[config.mk]
export PLATFORM = sky130hd
export DESIGN_NAME = msns_spi_regport
export DESIGN_NICKNAME = d
export VERILOG_FILES = /design/src/rtl/msns_spi_pkg.sv /design/src/rtl/msns_sync.sv /design/src/rtl/msns_frame.sv /design/src/rtl/msns_regmap.sv /design/src/rtl/msns_spi_regport.sv
export SDC_FILE = /design/constraint.sdc
export NUM_CORES = 1
export LEC_CHECK = 0
export ABC_AREA = 1
export BUFFER_PORTS_ARGS = -buffer_cell sky130_fd_sc_hd__buf_2
export CELL_PAD_IN_SITES_DETAIL_PLACEMENT = 0
export CELL_PAD_IN_SITES_GLOBAL_PLACEMENT = 1
export CORE_ASPECT_RATIO = 1.2
export CORE_UTILIZATION = 40
export CTS_BUF_LIST = sky130_fd_sc_hd__clkbuf_16
export CTS_CLUSTER_DIAMETER = 100
export CTS_CLUSTER_SIZE = 20
export DETAILED_ROUTE_END_ITERATION = 8
export PLACE_DENSITY = 0.71
export SETUP_SLACK_MARGIN = 0.5
export SYNTH_ARGS = -nofsm -noshare
export SYNTH_HDL_FRONTEND = slang
export SYNTH_SLANG_ARGS = --single-unit
[constraint.sdc]
create_clock -name clk -period 2.1 [get_ports clk]
set_input_delay 0.105 -clock clk [delete_from_list [all_inputs] [get_ports clk]]
set_output_delay 0.105 -clock clk [all_outputs]
set_load 0.03 [all_outputs]
[src/rtl/msns_spi_pkg.sv]
package msns_spi_pkg;
   typedef enum logic [2:0] {
      ST_ADDR,
      ST_WDATA,
      ST_RDATA,
      ST_GATHER,
      ST_BURST,
      ST_LOCK
   } port_st_t;

   localparam logic [6:0] BURST_ADDR = 7'h42;
   localparam logic [6:0] BURST_BASE = 7'h02;
   localparam logic [6:0] RESET_ADDR = 7'h3A;
   localparam logic [7:0] RESET_KEY  = 8'h5A;
endpackage

[src/rtl/msns_sync.sv]
module msns_sync #(
   parameter int               WIDTH   = 1,
   parameter int               STAGES  = 2,
   parameter logic [WIDTH-1:0] RST_VAL = '0
) (
   input  logic             clk,
   input  logic             rst_n,
   input  logic [WIDTH-1:0] d_i,
   output logic [WIDTH-1:0] q_o
);
   generate
      if (STAGES < 2) begin : g_bad_stages
         $error("msns_sync: STAGES must be at least 2");
      end
   endgenerate

   logic [WIDTH-1:0] chain_q [STAGES];

   always_ff @(posedge clk or negedge rst_n) begin
      if (!rst_n) begin
         for (int i = 0; i < STAGES; i++) chain_q[i] <= RST_VAL;
      end else begin
         chain_q[0] <= d_i;
         for (int i = 1; i < STAGES; i++) chain_q[i] <= chain_q[i-1];
      end
   end

   assign q_o = chain_q[STAGES-1];
endmodule

[src/rtl/msns_frame.sv]
module msns_frame #(
   parameter int BW = 8
) (
   input  logic          clk,
   input  logic          rst_n,
   input  logic          act_i,
   input  logic          rise_i,
   input  logic          sdi_i,
   output logic          byte_done_o,
   output logic [BW-1:0] byte_o
);
   localparam int CW = $clog2(BW);

   generate
      if (BW < 2) begin : g_bad_bw
         $error("msns_frame: BW must be at least 2");
      end
   endgenerate

   logic [CW-1:0] bit_q;
   logic [BW-1:0] sh_q;
   logic [BW-1:0] sh_nx;

   assign sh_nx = {sh_q[BW-2:0], sdi_i};

   always_ff @(posedge clk or negedge rst_n) begin
      if (!rst_n) begin
         bit_q       <= '0;
         sh_q        <= '0;
         byte_o      <= '0;
         byte_done_o <= 1'b0;
      end else begin
         byte_done_o <= 1'b0;
         if (!act_i) begin
            bit_q <= '0;
         end else if (rise_i) begin
            sh_q <= sh_nx;
            if (bit_q == CW'(BW-1)) begin
               bit_q       <= '0;
               byte_o      <= sh_nx;
               byte_done_o <= 1'b1;
            end else begin
               bit_q <= bit_q + CW'(1);
            end
         end
      end
   end


   byte_pulse_chk: assert property (@(posedge clk) disable iff (!rst_n)
      byte_done_o |=> !byte_done_o);
endmodule

[src/rtl/msns_regmap.sv]
module msns_regmap #(
   parameter logic [7:0] PROD_ID = 8'h0D,
   parameter logic [7:0] REV_ID  = 8'h02
) (
   input  logic [6:0] addr_i,
   output logic       core_rd_o,
   output logic       core_wr_o,
   output logic [7:0] local_o
);
   always_comb begin
      core_rd_o = ((addr_i >= 7'h02) && (addr_i <= 7'h0F)) ||
                  (addr_i == 7'h11) || (addr_i == 7'h2E);
      core_wr_o = (addr_i == 7'h02) || (addr_i == 7'h0B) || (addr_i == 7'h10) ||
                  (addr_i == 7'h11) || (addr_i == 7'h2E);
      case (addr_i)
         7'h00:   local_o = PROD_ID;
         7'h01:   local_o = REV_ID;
         7'h3E:   local_o = ~REV_ID;
         7'h3F:   local_o = ~PROD_ID;
         default: local_o = 8'h00;
      endcase
   end


   always_comb begin
      local_core_excl_chk: assert (!(core_rd_o && (local_o != 8'h00)));
   end
endmodule

[src/rtl/msns_spi_regport.sv]
module msns_spi_regport
   import msns_spi_pkg::*;
#(
   parameter int         SYNC_STAGES = 2,
   parameter int         BURST_LEN   = 7,
   parameter logic [7:0] PROD_ID     = 8'h0D,
   parameter logic [7:0] REV_ID      = 8'h02
) (
   input  logic       clk,
   input  logic       rst_n,
   input  logic       sck_i,
   input  logic       sdi_i,
   input  logic       cs_n_i,
   output logic       sdo_o,
   output logic       sdo_oe_o,
   output logic       reg_rd_o,
   output logic       reg_wr_o,
   output logic [6:0] reg_addr_o,
   output logic [7:0] reg_wdata_o,
   input  logic [7:0] reg_rdata_i,
   output logic       soft_rst_o
);
   localparam int SNAP_W = BURST_LEN * 8;
   localparam int GC_W   = $clog2(BURST_LEN + 1);

   generate
      if (BURST_LEN < 1 || BURST_LEN > 7) begin : g_bad_burst
         $error("msns_spi_regport: BURST_LEN must be 1..7");
      end
   endgenerate

   // bus input synchronisation and edge detection
   logic sck_s, sdi_s, cs_n_s, sck_d;
   logic act, rise, fall;

   msns_sync #(.WIDTH(3), .STAGES(SYNC_STAGES), .RST_VAL(3'b101)) sync_i (
      .clk   (clk),
      .rst_n (rst_n),
      .d_i   ({sck_i, sdi_i, cs_n_i}),
      .q_o   ({sck_s, sdi_s, cs_n_s})
   );

   always_ff @(posedge clk or negedge rst_n) begin
      if (!rst_n) sck_d <= 1'b1;
      else        sck_d <= sck_s;
   end

   assign act  = !cs_n_s;
   assign rise = act && sck_s && !sck_d;
   assign fall = act && !sck_s && sck_d;

   // byte framing
   logic       byte_done, bd;
   logic [7:0] byte_v;

   msns_frame #(.BW(8)) frame_i (
      .clk         (clk),
      .rst_n       (rst_n),
      .act_i       (act),
      .rise_i      (rise),
      .sdi_i       (sdi_s),
      .byte_done_o (byte_done),
      .byte_o      (byte_v)
   );

   assign bd = byte_done && act;

   // state
   port_st_t          st_q;
   logic [6:0]        addr_q;
   logic [SNAP_W-1:0] tx_q;
   logic [GC_W-1:0]   gcnt_q, bcnt_q;
   logic              sdo_q;

   // address decode
   logic [6:0] map_addr;
   logic       map_rd, map_wr;
   logic [7:0] map_local;

   assign map_addr = (st_q == ST_ADDR) ? byte_v[6:0] : addr_q;

   msns_regmap #(.PROD_ID(PROD_ID), .REV_ID(REV_ID)) map_i (
      .addr_i    (map_addr),
      .core_rd_o (map_rd),
      .core_wr_o (map_wr),
      .local_o   (map_local)
   );

   // core-side strobes
   always_comb begin
      reg_rd_o    = 1'b0;
      reg_wr_o    = 1'b0;
      soft_rst_o  = 1'b0;
      reg_addr_o  = map_addr;
      reg_wdata_o = byte_v;
      if (st_q == ST_GATHER) begin
         reg_rd_o   = 1'b1;
         reg_addr_o = BURST_BASE + 7'(gcnt_q);
      end else if (bd) begin
         if (st_q == ST_ADDR && !byte_v[7] && byte_v[6:0] != BURST_ADDR && map_rd)
            reg_rd_o = 1'b1;
         if (st_q == ST_WDATA) begin
            if (addr_q == RESET_ADDR) soft_rst_o = (byte_v == RESET_KEY);
            else                      reg_wr_o   = map_wr;
         end
      end
   end

   // transaction sequencing
   always_ff @(posedge clk or negedge rst_n) begin
      if (!rst_n) begin
         st_q   <= ST_ADDR;
         addr_q <= '0;
         tx_q   <= '0;
         gcnt_q <= '0;
         bcnt_q <= '0;
         sdo_q  <= 1'b0;
      end else if (!act) begin
         st_q   <= ST_ADDR;
         gcnt_q <= '0;
         bcnt_q <= '0;
         sdo_q  <= 1'b0;
      end else begin
         case (st_q)
            ST_ADDR: if (bd) begin
               addr_q <= byte_v[6:0];
               if (byte_v[7]) begin
                  st_q <= ST_WDATA;
               end else if (byte_v[6:0] == BURST_ADDR) begin
                  st_q   <= ST_GATHER;
                  gcnt_q <= '0;
               end else begin
                  st_q <= ST_RDATA;
                  tx_q <= SNAP_W'(map_rd ? reg_rdata_i : map_local) << (SNAP_W - 8);
               end
            end
            ST_WDATA, ST_RDATA: if (bd) st_q <= ST_ADDR;
            ST_GATHER: begin
               tx_q   <= (tx_q << 8) | SNAP_W'(reg_rdata_i);
               gcnt_q <= gcnt_q + GC_W'(1);
               if (gcnt_q == GC_W'(BURST_LEN - 1)) begin
                  st_q   <= ST_BURST;
                  bcnt_q <= '0;
               end
            end
            ST_BURST: if (bd) begin
               if (bcnt_q == GC_W'(BURST_LEN - 1)) st_q <= ST_LOCK;
               else                                bcnt_q <= bcnt_q + GC_W'(1);
            end
            default: ;
         endcase
         if (fall) begin
            if (st_q == ST_RDATA || st_q == ST_BURST) begin
               sdo_q <= tx_q[SNAP_W-1];
               tx_q  <= tx_q << 1;
            end else begin
               sdo_q <= 1'b0;
            end
         end
      end
   end

   assign sdo_o    = sdo_q;
   assign sdo_oe_o = act;


   lock_quiet_chk: assert property (@(posedge clk) disable iff (!rst_n)
      (st_q == ST_LOCK) |-> !(reg_rd_o || reg_wr_o || soft_rst_o));


   abort_chk: assert property (@(posedge clk) disable iff (!rst_n)
      !act |=> (st_q == ST_ADDR));


   gather_seq_chk: assert property (@(posedge clk) disable iff (!rst_n)
      (st_q == ST_GATHER && $past(st_q) == ST_GATHER) |->
         (reg_addr_o == $past(reg_addr_o) + 7'd1));


   sdo_hold_chk: assert property (@(posedge clk) disable iff (!rst_n)
      (act && $past(act) && !$past(fall)) |-> $stable(sdo_q));


   rd_wr_excl_chk: assert property (@(posedge clk) disable iff (!rst_n)
      !(reg_rd_o && reg_wr_o));
endmodule

---- Word level (Yosys, flattened, before mapping) ----
Index checks and enable logic that the tools add are counted.
word-level totals
  register bits ........................... 99
  bits of input ports ..................... 13
  output and inout port bits .............. 20
  word-level logic and storage cells ...... 131
cells by class
  add/sub/neg operators ................... 4
  order comparisons ....................... 2
  equal/unequal tests ..................... 27
  mux-type cells .......................... 49
  bitwise gates (word level) .............. 2
  reductions and logical operators ........ 34
operator list
  cell                                                                                  number
  56-bit 2-to-1 mux                                                                     5
  56-bit case mux with 2 select lines                                                   1
  56-bit by 8-bit OR with 56-bit output                                                 1
  3-bit 2-to-1 mux                                                                      17
  8-bit case mux with 4 select lines                                                    1
  7-bit by 6-bit == test with 1-bit output (second input constant)                      4
  1-bit 2-to-1 mux                                                                      18
  3-bit by 2-bit != test with 1-bit output (second input constant)                      5
  7-bit by 5-bit == test with 1-bit output (second input constant)                      2
  7-bit 2-to-1 mux                                                                      2
  3-bit == test (second input constant)                                                 4
  3-bit case mux with 2 select lines                                                    2
  3-bit case mux with 4 select lines                                                    1
  3-bit by 1-bit adder with 3-bit output (second input constant)                        3
  1-bit logical AND                                                                     9
  8-bit by 7-bit == test with 1-bit output (second input constant)                      1
  8-bit 2-to-1 mux                                                                      1
  4-bit AND reduction                                                                   2
  7-bit by 1-bit == test with 1-bit output (second input constant)                      1
  7-bit by 2-bit == test with 1-bit output (second input constant)                      1
  7-bit by 4-bit == test with 1-bit output (second input constant)                      1
  7-bit == test (second input constant)                                                 1
  7-bit by 2-bit greater-or-equal comparator with 1-bit output (second input constant)  1
  7-bit by 4-bit less-or-equal comparator with 1-bit output (second input constant)     1
  other kinds (19)                                                                      33

---- Logic depth before layout (Yosys ltp) ----
Gate-level depths: netlist (run 1).
  depth in word-level cells ............... 13
  mapped depth ............................ 15
  depth with buffers taken out ............ 14

---- Modules after synthesis ----
From an unflattened synthesis (run 1), not the netlist that was laid out.
unflattened totals
  cell total of the unflattened synthesis .. 901
  area total of the unflattened synthesis .. 6208.5 um2
modules (own cells, without submodules)
  module            times used  cells each  area an instance (um2)
  msns_spi_regport  1           767         5029.8
  msns_frame        1           85          809.5
  msns_regmap       1           40          191.4
  msns_sync         1           9           177.7

---- Worst setup path before layout (run 1) ----
No wires, ideal clock.
  kind .................................... reg2out
  start point ............................. register st_q[1]
  end point ............................... output reg_rd_o
  arrival time ............................ 2059 ps
  path slack .............................. -64 ps
  stages on the path, launching flop included .. 11
  cell sequence ........................... dfrtp_1 -> nor2_4 -> buf_4 -> nand3_1 -> nand2_1 -> nand2_1 -> nor2_2 -> nand2_2 -> nand2_2 -> nor2_4 -> o21ai_0
on the way
  word-level cells in the longest chain between the ends .. 10
  elaborated cells between the ends (all ways) .. 16
  those cells by class .................... 2 x order compare; 3 x eq/ne; 4 x mux; 7 x reduce/logical
ends and longest elaborated chain
  what                                                                                                                                              RTL line                                         source
  start: declaration                                                                                                                                msns_spi_regport.sv:69                           port_st_t st_q;
  start signal: assignment                                                                                                                          msns_spi_regport.sv:112                          st_q <= ST_ADDR;
  start signal: assignment                                                                                                                          msns_spi_regport.sv:119                          st_q <= ST_ADDR;
  start signal: assignment                                                                                                                          msns_spi_regport.sv:128                          st_q <= ST_WDATA;
  3-bit logical NOT                                                                                                                                 msns_spi_regport.sv:80, msns_spi_regport.sv:100
  7-bit 2-to-1 mux                                                                                                                                  msns_spi_regport.sv:80                           assign map_addr = (st_q == ST_ADDR) ? byte_v[6:0] : addr_q;
  7-bit by 2-bit greater-or-equal comparator with 1-bit output / 7-bit by 4-bit less-or-equal comparator with 1-bit output (equally long branches)  msns_regmap.sv:11                                core_rd_o = ((addr_i >= 7'h02) && (addr_i <= 7'h0F)) ||
  1-bit logical AND                                                                                                                                 msns_regmap.sv:11
  1-bit logical OR                                                                                                                                  msns_regmap.sv:11
  1-bit logical OR                                                                                                                                  msns_regmap.sv:12                                (addr_i == 7'h11) || (addr_i == 7'h2E);
  1-bit logical AND                                                                                                                                 msns_spi_regport.sv:100                          if (st_q == ST_ADDR && !byte_v[7] && byte_v[6:0] != BURST_ADDR && map_rd)
  1-bit 2-to-1 mux                                                                                                                                  msns_spi_regport.sv:100
  1-bit 2-to-1 mux                                                                                                                                  msns_spi_regport.sv:99                           end else if (bd) begin
  1-bit 2-to-1 mux *                                                                                                                                msns_spi_regport.sv:96                           if (st_q == ST_GATHER) begin
  end: declaration                                                                                                                                  msns_spi_regport.sv:16                           output logic reg_rd_o,
Every way passes the cells marked *; elsewhere a longest branch is shown, timed or not.

---- Final worst setup path (run 1) ----
  start point ............................. register st_q[2]
  end point ............................... output reg_wr_o
on the way
  word-level cells in the longest chain between the ends .. 11
  elaborated cells between the ends (all ways) .. 17
  those cells by class .................... 7 x eq/ne; 5 x mux; 5 x reduce/logical
ends and longest elaborated chain
  what                                                                                                         RTL line                 source
  3-bit logical NOT                                                                                            msns_spi_regport.sv:80
  7-bit 2-to-1 mux                                                                                             msns_spi_regport.sv:80
  7-bit by 2-bit == test with 1-bit output / 7-bit by 4-bit == test with 1-bit output (equally long branches)  msns_regmap.sv:13        core_wr_o = (addr_i == 7'h02) || (addr_i == 7'h0B) || (addr_i == 7'h10) ||
  1-bit logical OR (3 in series)                                                                               msns_regmap.sv:13
  1-bit logical OR                                                                                             msns_regmap.sv:14        (addr_i == 7'h11) || (addr_i == 7'h2E);
  1-bit 2-to-1 mux                                                                                             msns_spi_regport.sv:103  if (addr_q == RESET_ADDR) soft_rst_o = (byte_v == RESET_KEY);
  1-bit 2-to-1 mux                                                                                             msns_spi_regport.sv:102  if (st_q == ST_WDATA) begin
  1-bit 2-to-1 mux                                                                                             msns_spi_regport.sv:99
  1-bit 2-to-1 mux *                                                                                           msns_spi_regport.sv:96
  end: declaration                                                                                             msns_spi_regport.sv:17   output logic reg_wr_o,
Marked as above.

==> out/qor.txt, run 1 <==
Outcome: complete, but fails checks
Violations in the final reports: setup timing
Final instance area: 8650 um^2
Number of global-route vias before repair: 5,911
Critical path's slowest cell: dfrtp_1
CTS tree: yes
Fin util: 0.628
Layout cells sized above 1: 0.386
Initial core utilization: 0.408
First-pass GRT wire length: 32,100 um
Met2 Use GR: 0.495
GRT Total Usage: 0.296
TritonCTS Buffers: 9
Final Hold Violating Endpoints: 0
Worst setup EP type: primary output
Fin. max-slew vios: 0
Gpl congestion: 0.806
Internal power: 6.14 mW
RSZ-0062 raised after global routing: true
Post-synthesis sequential area ratio: 0.442
Peak Freq: 457 MHz
Commonest cells after routing, fill and taps aside: 147 x nand2_1, 96 x inv_1, 90 x dfrtp_1
Cells after synthesis: 734
Nets: 871
Met1 usage: 0.363
Clk buf depth: 2
Clock Power Share: 0.155
Largest net degree at the start of global routing: 45
Layer with the highest usage: met2
Count of clock tree sinks: 99
Fillers: 1,139
CP max stage delay: 440 ps
DRC viols: 0
Root Buffer: clkbuf_16
Area post-placement: 6090 um^2
Hpwl dp: 10,500 um
Synth Register Bits: 99
Sw Share: 0.446
Netlist cell types: 35
Mapped Nets: 754
Critical Path, Cell by Cell: inv_6 > buf_12 > nand3_2 > nand2_4 > nand2_4 > nor2_2 > nand2_1 > a41oi_2 > buf_6
Endpoints failing setup: 35
Pleak: 3.98 nW
Cell Area, Synth: 5620 um^2
Reg power frac: 0.242
Worst setup margin: -89.0 ps
Syn_area_per_cell: 7.65 um^2
DR WL/cell: 20.2 um
Yosys warning count: 0
Cell mode on critical path: nand2_4
Hold Path Class: input pin to flip-flop
Clock insertion delay at the later pin of the skew report: 360 ps
Initial antenna violation count: 0
Relative slew slack: 0.603
# rows: 47
CTS clock-pin slew for the worst setup and hold paths: 70 ps
Worst EP arrival: 2080 ps
Port Buffers: 32
Worst-path fanout max: 10
Power per Cell Area: 1280 nW/um^2
VDD IR max: 1.39 mV
Vias per cell: 5.76
Worst Clk Skew: 8.69 ps
Grt total ovfl: 0
Worst hold slack: 189 ps
Via count: 5,914
Class of the most critical setup path: flip-flop to primary output
Critical Path Start Type: flip-flop
N_diodes: 0
Total wire length: 20,700 um
Full die area: 14,500 um^2
Drt first-iter violations: 433
Final min period: 2190 ps
Area of the core: 13,800 um^2
Drt pass-1 iters: 7
Worst Path Required: 2000 ps
Max cap viols: 0
Setup TNS: -1180 ps
Die W: 110 um
GR Util met3: 0.0494
H-tree Lvls: 3
Commonest non-fill, non-tap cell in the layout: nand2_1
# IOs: 33
NetSw: 4.94 mW
P&R area growth vs syn: 54.0%
Die height: 132 um
Routed Antenna Nets: 0
Comb pwr share: 0.604
Final Cycle Share: 1.04
Worst Max-Slew Pin Slew: 595 ps
-- final timing paths --
path                                   start           endpoint  slack [ps]  depth (start not counted)
setup / recovery                     st_q[2]           reg_wr_o         -90                          9
hold / removal                reg_rdata_i[4]            tx_q[4]         190                          5
setup reg to reg                     st_q[0]           tx_q[36]         -80                         15
hold reg to reg            sync_i.chain_q[4]      sync_i.q_o[1]         350                          0
max in group asynchronous              rst_n          gcnt_q[1]        1080                          3
min in group asynchronous              rst_n  frame_i.byte_o[4]         300                          2
-- power groups by stage --
stage,Combinational [mW],Clock [mW],Sequential (mW)
after global routing,7.17,1.80,2.72
after floorplan,2.91,0,2.65
after global placement,3.83,0,2.69
after detailed placement,3.87,0,2.70
final,6.69,1.72,2.68
after CTS,6.02,1.73,2.66
-- kinds of logic after synthesis --
logic type	synth area share
AO/OA/AOI/OAI	0.219
XOR/XNOR	0.00312
adder cells (fa/ha/maj)	0.0156
flip-flops	0.442
buffers and inverters	0.109
AND/OR/NAND/NOR	0.211
-- flip-flops by register name, summed over array words and instances, names as in the netlist --
name and count:
tx_q 56, st_q 3, frame_i.sh_q 7, gcnt_q 3, addr_q 7, bcnt_q 3, sck_d 1, sync_i.chain_q 3
sync_i.q_o 3, frame_i.byte_done_o 1, frame_i.bit_q 3, sdo_o 1, frame_i.byte_o 8
-- area by class of cell --
cell class / instances / area (um^2) / area share
inverters: 109 / 444 / 0.0514
well taps: 171 / 214 / 0.0247
clock inverters: 7 / 66.3 / 0.00767
flip-flops and latches: 99 / 2490 / 0.288
repair buffers: 146 / 1770 / 0.204
multi-input cells: 483 / 3410 / 0.395
clock buffers: 9 / 225 / 0.0260
repair inverters: 3 / 31.3 / 0.00362
-- stage by stage --
step	instances	power, mW	setup slack (ps)
global placement	915	6.52	34.9
detailed placement	915	6.58	11.1
CTS	1016	10.4	-93.4
finish	1027	11.1	-89.0
floorplan	734	5.56	321
global route	1027	11.7	-188
-- per-layer routing --
metal | wire (um) | share of wire
met5 | 0 | 0
met3 | 977 | 0.047
met2 | 10500 | 0.51
met1 | 8320 | 0.40
met4 | 896 | 0.043
-- cell usage after synthesis --
cell type  count  share of area
nor3_1         5         0.0045
nor2_2         6         0.0067
a41oi_1        1         0.0016
dfrtp_1       94           0.42
inv_2          6         0.0040
a21oi_1        2         0.0018
nor3_2         2         0.0036
buf_4          1         0.0013
a32o_1         1         0.0018
buf_6          2         0.0040
o22ai_1        5         0.0056
o21ai_0      117           0.10
clkbuf_1      25          0.017
o2111ai_1      1         0.0016
nor2_1        16          0.011
nand2_1      183           0.12
inv_1        102          0.068
o21ai_1       18          0.016
xor2_1         2         0.0031
nor2_4         2         0.0040
clkbuf_2       1        0.00089
dfstp_2        5          0.023
o31ai_1        3         0.0040
o221ai_1      47          0.073
nand2_4        1         0.0020
nand3_1       40          0.036
ha_1           7          0.016
nand2_2        6         0.0067
nand3_2        2         0.0036
nor4_1         1         0.0011
nand4_1        6         0.0067
o211ai_1       7         0.0094
nand3_4        1         0.0031
buf_2         15          0.013
clkinv_1       1        0.00067
-- worst max-delay path, delay by kind of cell (launching register included) --
kind            cells  cell delay, ps
buf+inv             3             520
simple gates        5             520
flops               1             440
compound gates      1             230
-- timing repair --
item	CTS	global route
cloned	23	1
resized for setup	263	56
endpoints found under the setup margin	89	87
pin swaps	74	53
endpoints found under the hold margin	41	0
setup buffers	58	10
hold buffers	4	0
(Power assumes the default switching activity.)
==> run 2: changes to the inputs <==
- CORE_UTILIZATION: 40 -> 46
- PLACE_DENSITY: 0.71 -> 0.8
==> run 2 against run 1 <==
Compared with the run above: the flow still finishes with violations (setup timing); combinational power is 13% lower; sequential cell count stayed put; sequential power hardly changed; die area is 13% lower; count of clock-buffer cells in the layout stayed put; total power is 5.9% lower; clock skew is 1.1 ps lower; critical endpoint unchanged; largest cell class unchanged.
==> out/qor.txt, run 2 (synthesis results as in run 1) <==
Fin util: 0.648
Max reg flops: 56
Hold Path Class: input pin to flip-flop
Nets: 831
# IOs: 33
Vias per cell: 5.72
Worst setup EP type: primary output
H-tree Lvls: 3
GR Util met3: 0.0328
CTS clock-pin slew for the worst setup and hold paths: 70 ps
Layer with the highest usage: met2
Number of global-route vias before repair: 5,216
Fin cells: 973
Fin. max-slew vios: 0
RSZ-0062 raised after global routing: true
Critical Path Start: st_q[0]
Violations in the final reports: setup timing
Largest regs: tx_q (56), frame_i.byte_o (8)
Full die area: 12,700 um^2
DR WL/cell: 18.1 um
Largest Register: tx_q
Setup WS pre-CTS: -21.7 ps
Initial core utilization: 0.479
Final instance area: 7600 um^2
Pleak: 3.60 nW
Routed Antenna Nets: 0
DP Cell Count: 899
VDD IR max: 0.700 mV
Final Hold Violating Endpoints: 0
Gpl congestion: 0.928
N_diodes: 0
Layout cells sized above 1: 0.283
Area post-placement: 6030 um^2
R2r startpoint: st_q[0]
HP Start: reg_rdata_i[5]
Via count: 5,564
Port Buffers: 32
Hold path cells: 7
Area of the core: 11,700 um^2
Worst Path Required: 2000 ps
Initial antenna violation count: 0
Peak Freq: 438 MHz
Commonest non-fill, non-tap cell in the layout: nand2_1
Max cap viols: 0
Grt total ovfl: 0
Final Cycle Share: 1.09
Reg2reg setup slack: -140 ps
Worst Clk Skew: 7.61 ps
Largest net degree at the start of global routing: 50
Root Buffer: clkbuf_16
Outcome: complete, but fails checks
Reg2Reg Depth: 12
WHS Endpoint: tx_q[53]
# rows: 43
Die height: 123 um
P&R area growth vs syn: 35.3%
Drt first-iter violations: 343
Count of clock tree sinks: 99
Met1 usage: 0.357
Power per Cell Area: 1370 nW/um^2
Worst EP arrival: 2180 ps
Clock insertion delay at the later pin of the skew report: 360 ps
R2R Path End: tx_q[41]
Met2 Use GR: 0.486
Clk buf depth: 2
Worst Max-Slew Pin Slew: 542 ps
DRC viols: 0
GRT Total Usage: 0.282
Die W: 103 um
Setup TNS: -4550 ps
TritonCTS Buffers: 9
Worst-path fanout max: 8
Relative slew slack: 0.639
Total wire length: 17,600 um
First-pass GRT wire length: 27,000 um
Commonest cells after routing, fill and taps aside: 148 x nand2_1, 104 x o21ai_0, 97 x inv_1
Hpwl dp: 10,100 um
Endpoints failing setup: 44
Design Power: 10.4 mW
Worst hold slack: 190 ps
Worst setup margin: -185 ps
Critical Path Start Type: flip-flop
Class of the most critical setup path: flip-flop to primary output
Drt pass-1 iters: 5
Final min period: 2280 ps
CTS tree: yes
## run 2: cell count changes in the layout (fill, tap and decap cells not counted), moves of 5 or more
cell,before,now
buf_16,16,0
buf_4,54,43
buf_6,33,24
nand2_4,15,20
nand3_1,21,27
o21ai_0,56,104
o21ai_1,67,22
o221ai_1,3,47
o221ai_2,42,0
## run 2: layout make-up
| class | instances | area (um^2) |
|---|---|---|
| Timing Repair inverter | 1 | 8.76 |
| Fill cell | 1014 | 4130 |
| Timing Repair Buffer | 108 | 1130 |
| Clock inverter | 7 | 115 |
| Multi-Input combinational cell | 483 | 2990 |
| Sequential cell | 99 | 2490 |
| Tap cell | 157 | 196 |
| Clock buffer | 9 | 225 |
| Inverter | 109 | 447 |
## run 2: per-layer routing
layer,share of wire,vias up,wire (um)
li1,-,2624,-
met1,0.40,2714,7030
met2,0.53,195,9340
met3,0.046,31,816
met4,0.023,0,400
met5,0,-,0
## run 2: worst max-delay path: stages, from the launching register on
cell and delay (ps):
dfrtp_1 440, nor2_4 260, buf_8 200, nand3_4 110, nand2_4 110, nand2_4 70
nor2_2 150, nand2_1 80, a41oi_2 230, buf_6 160
## run 2: how the worst max path moves through the flow
stage                     depth (start not counted)  slack [ps]  endpoint
final                                             9        -180  reg_wr_o
after global routing                             11        -290  reg_rd_o
after CTS                                        11         -50  reg_rd_o
after detailed placement                         13         -20  tx_q[52]
after global placement                           13           2  tx_q[55]
after floorplan                                  15         320  tx_q[52]
## run 2: repair_timing
| item | in CTS | in global routing |
|---|---|---|
| cloned | 4 | 6 |
| hold buffers | 4 | 0 |
| hold endpoints to repair | 41 | 0 |
| gates resized for setup | 86 | 86 |
| endpoints found under the setup margin | 79 | 85 |
| buffers inserted | 21 | 23 |
| pin swaps | 30 | 37 |
## run 2: where the power goes
group	internal [mW]	leakage (nW)	switching (mW)
Combinational	2.42	2.16	3.41
Sequential	2.44	1.28	0.233
Clock	1.16	0.163	0.760
Total	6.02	3.60	4.40
